**src/rtl/rc_parity_pkg.sv**
```systemverilog
package rc_parity_pkg;

  typedef enum logic [1:0] {
    ST_CLEAN = 2'd0,
    ST_FIXED = 2'd1,
    ST_FATAL = 2'd2
  } rcStatus_t;

  typedef struct packed {
    logic load;    // capture a new result this cycle
    logic encode;  // captured request is an encode
  } rcStrobe_t;

endpackage

```
**src/rtl/rc_par_gen.sv**
```systemverilog
module rc_par_gen #(
  parameter int N = 4
) (
  input  logic [N*N-1:0] blk,
  output logic [N-1:0]   rowPar,
  output logic [N-1:0]   colPar
);
  logic [N-1:0][N-1:0] colBits;

  genvar r, c;
  generate
    for (r = 0; r < N; r++) begin : gRow
      assign rowPar[r] = ^blk[r*N +: N];
      for (c = 0; c < N; c++) begin : gTr
        assign colBits[c][r] = blk[r*N+c];
      end
    end
    for (c = 0; c < N; c++) begin : gCol
      assign colPar[c] = ^colBits[c];
    end
  endgenerate
endmodule

```
**src/rtl/rc_ctrl.sv**
```systemverilog
module rc_ctrl
  import rc_parity_pkg::*;
(
  input  logic      clk,
  input  logic      rstN,
  input  logic      inValid,
  input  logic      inMode,
  input  logic      outReady,
  output logic      inReady,
  output logic      outValid,
  output rcStrobe_t strobe
);
  logic accept;

  assign inReady = !outValid || outReady;
  assign accept  = inValid && inReady;

  always_ff @(posedge clk) begin
    if (!rstN) begin
      outValid <= 1'b0;
    end else if (accept) begin
      outValid <= 1'b1;
    end else if (outReady) begin
      outValid <= 1'b0;
    end
  end

  always_comb begin
    strobe.load   = accept;
    strobe.encode = !inMode;
  end
endmodule

```
**src/rtl/rc_datapath.sv**
```systemverilog
module rc_datapath
  import rc_parity_pkg::*;
#(
  parameter int N  = 4,
  parameter int RW = (N > 1) ? $clog2(N) : 1
) (
  input  logic            clk,
  input  logic            rstN,
  input  rcStrobe_t       strobe,
  input  logic [N*N-1:0]  inData,
  input  logic [2*N-1:0]  inCheck,
  output logic [N*N-1:0]  outData,
  output logic [2*N-1:0]  outCheck,
  output logic [1:0]      outStatus,
  output logic [RW-1:0]   outRow,
  output logic [RW-1:0]   outCol
);
  logic [N-1:0]   rowPar, colPar, synRow, synCol;
  logic [RW-1:0]  hitRow, hitCol;
  logic           rowOne, colOne, rowNone, colNone;
  logic [N*N-1:0] nextData;
  logic [2*N-1:0] nextCheck;
  rcStatus_t      nextStatus;
  logic [RW-1:0]  nextRow, nextCol;

  rc_par_gen #(.N(N)) parI (
    .blk   (inData),
    .rowPar(rowPar),
    .colPar(colPar)
  );

  assign synRow  = rowPar ^ inCheck[N-1:0];
  assign synCol  = colPar ^ inCheck[2*N-1:N];
  assign rowNone = (synRow == '0);
  assign colNone = (synCol == '0);

  function automatic logic isSingle(input logic [N-1:0] v);
    int cnt;
    cnt = 0;
    for (int i = 0; i < N; i++) cnt += int'(v[i]);
    return cnt == 1;
  endfunction

  function automatic logic [RW-1:0] findIdx(input logic [N-1:0] v);
    logic [RW-1:0] idx;
    idx = '0;
    for (int i = 0; i < N; i++) if (v[i]) idx = RW'(i);
    return idx;
  endfunction

  assign rowOne = isSingle(synRow);
  assign colOne = isSingle(synCol);
  assign hitRow = findIdx(synRow);
  assign hitCol = findIdx(synCol);

  always_comb begin
    nextData   = inData;
    nextCheck  = inCheck;
    nextStatus = ST_CLEAN;
    nextRow    = '0;
    nextCol    = '0;
    if (strobe.encode) begin
      nextCheck = {colPar, rowPar};
    end else if (rowNone && colNone) begin
      nextStatus = ST_CLEAN;
    end else if (rowOne && colOne) begin
      nextStatus = ST_FIXED;
      nextData[int'(hitRow)*N + int'(hitCol)] = !inData[int'(hitRow)*N + int'(hitCol)];
      nextRow    = hitRow;
      nextCol    = hitCol;
    end else if ((rowOne && colNone) || (rowNone && colOne)) begin
      nextStatus = ST_FIXED;
      nextCheck  = {colPar, rowPar};
    end else begin
      nextStatus = ST_FATAL;
    end
  end

  always_ff @(posedge clk) begin
    if (!rstN) begin
      outData   <= '0;
      outCheck  <= '0;
      outStatus <= ST_CLEAN;
      outRow    <= '0;
      outCol    <= '0;
    end else if (strobe.load) begin
      outData   <= nextData;
      outCheck  <= nextCheck;
      outStatus <= nextStatus;
      outRow    <= nextRow;
      outCol    <= nextCol;
    end
  end
endmodule

```
**src/rtl/rc_parity_guard.sv**
```systemverilog
module rc_parity_guard
  import rc_parity_pkg::*;
#(
  parameter int N  = 4,
  parameter int RW = (N > 1) ? $clog2(N) : 1
) (
  input  logic           clk,
  input  logic           rstN,
  input  logic           inValid,
  output logic           inReady,
  input  logic           inMode,
  input  logic [N*N-1:0] inData,
  input  logic [2*N-1:0] inCheck,
  output logic           outValid,
  input  logic           outReady,
  output logic [N*N-1:0] outData,
  output logic [2*N-1:0] outCheck,
  output logic [1:0]     outStatus,
  output logic [RW-1:0]  outRow,
  output logic [RW-1:0]  outCol
);
  rcStrobe_t strobe;

  rc_ctrl ctrlI (
    .clk     (clk),
    .rstN    (rstN),
    .inValid (inValid),
    .inMode  (inMode),
    .outReady(outReady),
    .inReady (inReady),
    .outValid(outValid),
    .strobe  (strobe)
  );

  rc_datapath #(.N(N), .RW(RW)) dpI (
    .clk      (clk),
    .rstN     (rstN),
    .strobe   (strobe),
    .inData   (inData),
    .inCheck  (inCheck),
    .outData  (outData),
    .outCheck (outCheck),
    .outStatus(outStatus),
    .outRow   (outRow),
    .outCol   (outCol)
  );
endmodule

```
**config.mk**
```make
export PLATFORM = sky130hd
export DESIGN_NAME = rc_parity_guard
export DESIGN_NICKNAME = d
export VERILOG_FILES = /design/src/rtl/rc_parity_pkg.sv /design/src/rtl/rc_par_gen.sv /design/src/rtl/rc_ctrl.sv /design/src/rtl/rc_datapath.sv /design/src/rtl/rc_parity_guard.sv
export SDC_FILE = /design/constraint.sdc
export NUM_CORES = 1
export LEC_CHECK = 0
export ABC_AREA = 1
export CAP_MARGIN = 20
export CORE_MARGIN = 4
export CORE_UTILIZATION = 40
export CTS_CLUSTER_DIAMETER = 30
export CTS_CLUSTER_SIZE = 12
export DETAILED_ROUTE_END_ITERATION = 7
export PLACE_DENSITY = 0.66
export SYNTH_ARGS = -nofsm -noshare
export SYNTH_HDL_FRONTEND = slang
export SYNTH_SLANG_ARGS = --single-unit
```
**constraint.sdc**
```tcl
create_clock -name clk -period 4.4 [get_ports clk]
set_input_delay 0.66 -clock clk [delete_from_list [all_inputs] [get_ports clk]]
set_output_delay 0.66 -clock clk [all_outputs]
set_load 0.05 [all_outputs]
```
# ---- Word-level counts from Yosys, hierarchy flattened
# Index checks and enable logic that the tools add are counted.
dict set report classes {
  mul 0
  n_eq_ne 2
  shift 0
  div_mod_pow 0
  addsub 7
  bitwise 2
  n_reduce_logical 21
  order_cmp 2
  n_mux 31
}
# op count
set op_table {}
lappend op_table {{$add 32x2->32} 4}
lappend op_table {{$eq 32x2->1 const B} 2}
lappend op_table {{$mux 16} 3}
lappend op_table {{$ge 32x1->1 const B} 1}
lappend op_table {{$lt 32x6->1 const B} 1}
lappend op_table {{$mux 8} 4}
lappend op_table {{$reduce_xor 4->1} 8}
lappend op_table {{$mux 2} 14}
lappend op_table {{$bwmux 16} 1}
lappend op_table {{$logic_not 4->1} 2}
lappend op_table {{$xor 4x4->4} 2}
lappend op_table {{$mux 1} 7}
lappend op_table {{$logic_and 1x1->1} 6}
lappend op_table {{$add 4x2->5} 1}
lappend op_table {{$add 1x1->2} 2}
lappend op_table {{$bmux 1 s4} 1}
lappend op_table {{$demux 1 s4} 1}
lappend op_table {{$logic_not 1->1} 2}
lappend op_table {{$logic_or 1x1->1} 2}
lappend op_table {{$reduce_bool 2->1} 1}
dict set report totals {
  rom_bits 0
  output_inout_bits 32
  memories 0
  ram_bits 0
  elab_cells 71
  inputBits 29
  latchBits 0
  ff_bits 31
}

# ---- Depth between registers and ports, before layout
# Gate-level depths: netlist (run 1).
dict set report depth {
  word_depth 14
  ltp_mapped 21
}

# ---- Hierarchy
# A second synthesis (run 1) with hierarchy kept.
dict set report hier_totals {
  cells_unflattened 486
  hier_area_um2 2707.6
}
# module cells_per_inst area_each_um2 instances
set modules_own_cells {}
lappend modules_own_cells {rc_datapath 341 2134.5 1}
lappend modules_own_cells {rc_par_gen 136 510.5 1}
lappend modules_own_cells {rc_ctrl 9 62.6 1}

# ---- Worst setup path before layout (run 1)
# OpenSTA, ideal clock, no wires.
dict set report synth_timing {
  kind {input port to flip-flop}
  startpoint {input inData[5]}
  endpoint {register dpI.outData[10]}
  stages 16
  slack_ns 0.668
  t_arrival_ns 3.664
  t_required_ns 4.332
  path_buffers 1
  path_cell_list {xnor2_1 -> xnor2_2 -> nand2_1 -> nand2_2 -> inv_2 -> ha_1 -> fa_1 -> ha_1 -> nor3b_1 -> nand2_1 -> nor2_2 -> clkbuf_1 -> nand4_1 -> a21oi_1 -> nand2_2 -> a21oi_2}
}
dict set report synth_between {
  elab_chain_cells 14
}
# element line
set synth_lines {}
lappend synth_lines {{from (decl)} rc_parity_guard.sv:12} ;# input logic [N*N-1:0] inData,
lappend synth_lines {{parallel branches: the longest is 12 deep, another holds $add 32x2->32} --}
lappend synth_lines {{$mux 16 *} rc_datapath.sv:64} ;# end else if (rowNone && colNone) begin
lappend synth_lines {{$mux 16 *} rc_datapath.sv:62} ;# if (strobe.encode) begin
lappend synth_lines {{to (signal assigned)} rc_datapath.sv:87} ;# outData <= nextData;
lappend synth_lines {{to (decl)} rc_datapath.sv:12} ;# output logic [N*N-1:0] outData,
# Mark *: on every way between the ends. The select of a mux whose other input is x is not followed.
# A chain may end at the register's enable or synchronous reset.

# ---- Worst setup path after layout (run 1)
dict set report layout_timing {
  startpoint {input inData[6]}
  endpoint {register dpI.outData[8]}
}
dict set report layout_between {
  elab_chain_cells 14
}
# element line
set layout_lines {}
lappend layout_lines {{parallel branches: the longest is 12 deep, another holds $add 32x2->32} --}
lappend layout_lines {{$mux 16 *} rc_datapath.sv:64}
lappend layout_lines {{$mux 16 *} rc_datapath.sv:62}
# Marks and branches as above.

==> flow_summary_export.csv, run 1 <==
group,metric,value,unit
sta,hold_viol_final,0,
clock_network,cts_sinks,31,
placement,place_area,3300,µm²
grt,track_usage,0.200,
detailed_routing,via_per_inst,5.12,
detailed_routing,drt_iter0_drc,203,
final_layout,diodes,0,
grt,grt_max_degree,50,
run_status,status,"complete, no violations",
placement,place_inst,535,
floorplanning,die-area,7920,µm²
worst_setup_path,critPathCaptureType,"flip-flop",
power,p_int,0.653,mW
run,drv_cap,0,
sta,post-route-period-util,0.914,
clock_network,root_buffer,"clkbuf_8",
worst_hold_path,hold_start,"dpI.outData[1]",
worst_setup_path,start_kind,"primary input",
yosys,yosys.area.top_type_share,0.237,
worst_hold_path,min-delay-path-class,"flip-flop to flip-flop",
floorplanning,io_pins,61,
yosys,synthFlopType,"dfxtp_1",
worst_setup_path,criticalPathCategory,"primary input to flip-flop",
placement,dp_hpwl,5660,µm
final_layout,final_area,3430,µm²
yosys,synthSimpleGateAreaFrac,0.426,
yosys,netlist_top_cells_count,"nand2_1 (116), inv_1 (51), a21oi_1 (43), nand3_1 (43), dfxtp_1 (31)",
final_layout,syn_to_final_growth,30.7,%
detailed_routing,wl_met3,398,µm
detailed_routing,drt-met1-wl,3430,µm
sta,fin_skew,0.00428,ns
clock_network,h-tree-depth,2,
grt,grt_pass1_vias,2603,
clock_network,cts.repair.resized,0,
detailed_routing,vias,2785,
yosys,yosysSeqAreaShare,0.237,
yosys,synth.largest_area_cell,"dfxtp_1",
worst_setup_path,cp_data_arrival_time,4.25,ns
clock_network,cts_setup_buffers,0,
floorplanning,dieWidth,89.0,µm
floorplanning,rows,29,
detailed_routing,drcViolationCount,0,
power,combinationalPowerShare,0.444,
detailed_routing,wl_per_cell,13.8,µm
power,irDropWorstVdd,0.231,mV
yosys,synth_edf_count,0,
yosys,syn-cell-area,2620,µm²
grt,grt_pass1_wl,12400,µm
yosys,yosys_warnings,0,
placement,place_congestion,0.900,
sta,rsz0062_at_grt,"no",
yosys,yosysMostFrequentCell,"nand2_1",
clock_network,clk_pin_slew,0.07,ns
yosys,syn-num-nets,443,
worst_setup_path,ff2ff_path_depth,7,
sta,timing.setup.tns,0,ns
clock_network,clk_latency,0.29,ns
yosys,synthXorXnorAreaFrac,0.0763,
detailed_routing,dr.pass1.iters,4,
detailed_routing,ant_nets,0,
power,p_leak,1.57,nW
worst_setup_path,r2r_start,"ctrlI.outValid",
placement,portBuffers,60,
yosys,synth_top_family_by_area,"simple AND/OR/NAND/NOR gates",
power,seq_power_share,0.284,
clock_network,cts_tree,"done",
worst_setup_path,path_cells,"clkdlybuf4s50_1 > xnor2_1 > xnor2_2 > nand2_1 > nand2_2 > inv_2 > ha_1 > fa_1 > ha_1 > nor3b_1 > nand2_1 > nor2_2 > buf_12 > nand4_1 > a21oi_1 > nand2_2 > a21oi_2",
clock_network,cts_hold_buf,0,
yosys,synth-compound-area-share,0.103,
grt,antenna_found_initial,0,
sta,maxSlewHeadroom,0.653,
worst_setup_path,required,4.63,ns
power,clockPowerShare,0.272,
power,power,1.09,mW
yosys,synthCells,406,
floorplanning,initial_core_util,0.413,
floorplanning,die_y,89.0,µm
yosys,synthArstFlopShare,0,
sta,max_clock_freq,0.249,GHz
power,netSwitchingFraction,0.402,
sta,tightest_slew,0.519,ns
yosys,yosysUniqueCellTypes,32,
worst_hold_path,hold_path_end,"dpI.outData[1]",
detailed_routing,wl_met2,3540,µm
worst_setup_path,crit_path_top_delay_cell,"clkdlybuf4s50_1",
worst_setup_path,cpPeakStageDelay,0.49,ns
worst_hold_path,hold_path_depth,2,
power,powerDensity,319,nW/µm²
final_layout,drive_gt1_frac,0.128,
detailed_routing,top_layer,"met4",
clock_network,cts_buffer_depth,2,
sta,drv_slew,0,
worst_setup_path,r2r_slack,2.46,ns
worst_setup_path,timing.rr.end,"dpI.outStatus[0]",
final_layout,fin_cells,544,
floorplanning,core,6350,µm²
yosys,yosys-top-cells-area,"dfxtp_1 (24%), nand2_1 (17%), a21oi_1 (8.2%)",
final_layout,layout.nets,503,
clock_network,numCtsBuffers,5,
detailed_routing,wirelength,7490,µm
yosys,avgSynthCellArea,6.46,µm²
power,p_switching,0.439,mW
yosys,muxShareOfSynthArea,0,
sta,finalSetupViolations,0,
worst_setup_path,crit_fanout,19,
yosys,ys_ff_latch,31,
yosys,synthAdderAreaFrac,0.0439,
sta,finalCriticalPeriod,4.02,ns
grt,grt_overflow,0,
[kinds of logic (layout without fill, tap and decap cells)]
kind of cell	after synthesis	in the layout
XOR/XNOR	22	22
adder cells (fa/ha/maj)	8	8
flip-flops	31	31
AND/OR/NAND/NOR	223	223
buffers and inverters	72	133
AO/OA/AOI/OAI	50	50
[layer usage]
layer  track usage  up-vias
li1              -     1421
met5             0        -
met1         0.263     1272
met4        0.0704        0
met3        0.0295       15
met2         0.333       77
[critical path: cells and delay by family]
kind	cells	cell delay, ns
AOI/OAI and AO/OA	2	0.30
adders and majority gates	3	0.95
buffers and inverters	3	0.72
xor gates and xnor gates	2	0.52
and+or+nand+nor	7	1.10
[power by group through the flow]
stage	combinational (mW)	sequential [mW]	clock (mW)
2_1_floorplan	0.278	0.382	0
3_3_place_gp	0.474	0.316	0
3_5_place_dp	0.482	0.316	0
4_1_cts	0.484	0.310	0.304
5_1_grt	0.530	0.312	0.318
6_report	0.485	0.310	0.298
[how the worst max path moves through the flow]
stage	startpoint	depth (start not counted)	to
global placement	inData[6]	17	dpI.outData[10]
floorplan	inData[5]	16	dpI.outData[10]
global route	inData[5]	17	dpI.outData[1]
finish	inData[6]	17	dpI.outData[8]
detailed placement	inData[6]	18	dpI.outData[13]
CTS	inData[6]	18	dpI.outData[7]
[through the flow]
step	hold WS, ns	util	setup WS [ns]
2_1_floorplan	0.689	-	0.668
3_3_place_gp	0.452	0.519	0.185
3_5_place_dp	0.455	0.519	0.0828
4_1_cts	0.465	0.538	0.367
5_1_grt	0.492	0.540	0.111
6_report	0.463	0.540	0.377
[sequential cells by signal, summed over array words and instances (netlist names)]
name	count
dpI.outData	16
dpI.outCol	2
dpI.outStatus	2
dpI.outCheck	8
ctrlI.outValid	1
dpI.outRow	2
[layout make-up]
class | count | area, µm²
Timing Repair Buffer | 67 | 673
Multi-Input combinational cell | 303 | 1700
Clock buffer | 6 | 82.6
Inverter | 58 | 218
Tap cell | 77 | 96.3
Sequential cell | 31 | 621
Fill cell | 638 | 2920
Clock inverter | 2 | 35.0
[cell usage in the layout, fill, tap and decap left out, types with 2 or more instances in the layout]
master	instances
nand2_1	116
clkdlybuf4s50_1	60
inv_1	51
a21oi_1	43
nand3_1	43
dfxtp_1	31
nand2_2	20
nand4_1	17
xnor2_1	14
xor2_1	7
nor2_1	7
inv_2	6
ha_1	6
clkbuf_8	6
buf_4	5
a21oi_2	4
nand2_4	3
nand3_2	3
nor2_4	3
o21ai_0	2
nand3b_1	2
nor2_8	2
nor3_1	2
nor2_2	2
fa_1	2
No activity file was read; power rests on OpenSTA's default activity.
==> run 2, diff against run 1 <==
--- a/config.mk
+++ b/config.mk
@@ -12,7 +12,7 @@
 export CTS_CLUSTER_DIAMETER = 30
 export CTS_CLUSTER_SIZE = 12
 export DETAILED_ROUTE_END_ITERATION = 7
-export PLACE_DENSITY = 0.66
+export PLACE_DENSITY = 0.76
 export SYNTH_ARGS = -nofsm -noshare
 export SYNTH_HDL_FRONTEND = slang
 export SYNTH_SLANG_ARGS = --single-unit
==> flow_summary_export.csv, run 2 (synthesis gave the netlist of run 1 again) <==
group,metric,value,unit
clock_network,h-tree-depth,2,
clock_network,cts_buffer_depth,2,
run_status,status,"complete, no violations",
clock_network,cts.repair.resized,0,
power,irDropWorstVdd,0.178,mV
clock_network,root_buffer,"clkbuf_8",
final_layout,mostFrequentLayoutCell,"nand2_1",
grt,track_usage,0.189,
placement,place_ws,0.0591,ns
detailed_routing,ant_nets,0,
sta,hold_viol_final,0,
sta,timing.setup.tns,0,ns
worst_setup_path,start_kind,"primary input",
power,seq_power_share,0.286,
detailed_routing,drt_iter0_drc,186,
worst_setup_path,criticalPathCategory,"primary input to flip-flop",
worst_hold_path,hold_path_end,"dpI.outCol[0]",
floorplanning,rows,29,
clock_network,cts_sinks,31,
floorplanning,dieWidth,89.0,µm
detailed_routing,dr.pass1.iters,5,
sta,finalCriticalPeriod,4.08,ns
worst_setup_path,r2r_slack,2.65,ns
power,p_leak,1.55,nW
power,p_switching,0.431,mW
worst_setup_path,crit_fanout,19,
sta,finalSetupViolations,0,
sta,drv_slew,0,
final_layout,layout.nets,500,
detailed_routing,via_per_inst,5.06,
clock_network,cts_tree,"done",
sta,worst_slack,0.316,ns
grt,grt_pass1_vias,2578,
power,combinationalPowerShare,0.444,
final_layout,fill_cells,632,
sta,maxSlewHeadroom,0.359,
grt,grt_max_degree,49,
final_layout,regMostFlops,"dpI.outData",
final_layout,syn_to_final_growth,29.5,%
detailed_routing,wirelength,7130,µm
worst_setup_path,timing.rr.end,"dpI.outRow[0]",
worst_setup_path,ff2ff_path_depth,6,
sta,rsz0062_at_grt,"no",
clock_network,clk_latency,0.29,ns
final_layout,diodes,0,
worst_setup_path,cp_data_arrival_time,4.21,ns
worst_hold_path,min-delay-path-class,"flip-flop to flip-flop",
floorplanning,core,6350,µm²
placement,place_inst,533,
clock_network,clk_pin_slew,0.06,ns
final_layout,fin_cells,541,
worst_setup_path,required,4.53,ns
placement,dp_hpwl,5620,µm
power,powerDensity,318,nW/µm²
clock_network,cts_hold_buf,0,
sta,fin_skew,0.00448,ns
final_layout,most-common-layout-cells,"nand2_1 (116), clkdlybuf4s50_1 (60), inv_1 (51)",
sta,post-route-period-util,0.928,
sta,max_clock_freq,0.245,GHz
final_layout,reg.largest.list,"dpI.outData x16, dpI.outCheck x8",
clock_network,numCtsBuffers,5,
worst_hold_path,hold_start,"dpI.outCol[0]",
clock_network,cts_setup_buffers,0,
floorplanning,die-area,7920,µm²
grt,antenna_found_initial,0,
detailed_routing,wl_per_cell,13.2,µm
run,drv_cap,0,
floorplanning,initial_core_util,0.413,
sta,tightest_slew,0.960,ns
placement,portBuffers,60,
worst_setup_path,critPathCaptureType,"flip-flop",
detailed_routing,drcViolationCount,0,
grt,grt_overflow,0,
power,netSwitchingFraction,0.399,
final_layout,drive_gt1_frac,0.123,
final_layout,largest_register_ffs,16,
worst_hold_path,hold_path_depth,2,
floorplanning,die_y,89.0,µm
placement,place_congestion,0.920,
detailed_routing,vias,2737,
worst_setup_path,r2r_start,"ctrlI.outValid",
floorplanning,io_pins,61,
power,clockPowerShare,0.269,
power,p_int,0.650,mW
grt,grt_pass1_wl,11800,µm
==> run 2: cell types whose count changed in the layout (fill, tap and decap cells not counted), sizes merged <==
cell	previous run	this run
buf	7	4
==> run 2: metal layers <==
layer	global-route usage	part of all wire	up-vias	wire [µm]
li1	-	-	1410	-
met1	0.246	0.44	1220	3150
met2	0.311	0.46	91	3300
met3	0.0406	0.075	16	535
met4	0.0595	0.019	0	137
met5	0	0	-	0
==> run 2: area by class of cell <==
cell class                 count  area (µm²)  area share
timing repair buffer          64         643       0.189
tap                           77        96.3      0.0284
sequential                    31         621       0.183
clock buffer                   6        82.6      0.0243
multi-input combinational    303        1700       0.501
inverter                      58         218      0.0641
clock inverter                 2        35.0      0.0103
==> run 2: critical path: stages <==
cell,delay (ns)
clkdlybuf4s50_1,0.47
xnor2_1,0.38
xnor2_2,0.19
nand2_1,0.09
nand2_2,0.14
inv_2,0.07
ha_1,0.31
fa_1,0.37
ha_1,0.29
nor3b_1,0.27
nand2_1,0.20
nor2_2,0.18
buf_12,0.16
nand4_1,0.12
inv_1,0.08
nand2_1,0.05
nand2_1,0.11
a21oi_1,0.06
==> run 2: per-stage QoR <==
stage | total power, mW | hold slack [ns] | instance area (µm²) | utilization
after CTS | 1.09 | 0.468 | 3400 | 0.535
after floorplan | 0.660 | 0.689 | 2620 | -
final | 1.08 | 0.465 | 3400 | 0.535
after detailed placement | 0.791 | 0.457 | 3280 | 0.517
after global routing | 1.15 | 0.481 | 3400 | 0.535
after global placement | 0.780 | 0.454 | 3280 | 0.517
==> run 2: worst max path at each step <==
| stage | from | to | cells past startpoint |
|---|---|---|---|
| floorplan | inData[5] | dpI.outData[10] | 16 |
| global placement | inData[9] | dpI.outData[9] | 21 |
| detailed placement | inData[9] | dpI.outData[13] | 21 |
| CTS | inData[7] | dpI.outData[13] | 18 |
| global route | inData[5] | dpI.outData[11] | 17 |
| finish | inData[7] | dpI.outData[2] | 18 |
==> run 2: power groups by stage <==
stage / Clock [mW] / Sequential [mW] / Combinational, mW
2_1_floorplan: 0 / 0.382 / 0.278
3_3_place_gp: 0 / 0.316 / 0.465
3_5_place_dp: 0 / 0.316 / 0.475
4_1_cts: 0.300 / 0.310 / 0.481
5_1_grt: 0.312 / 0.312 / 0.527
6_report: 0.291 / 0.310 / 0.480
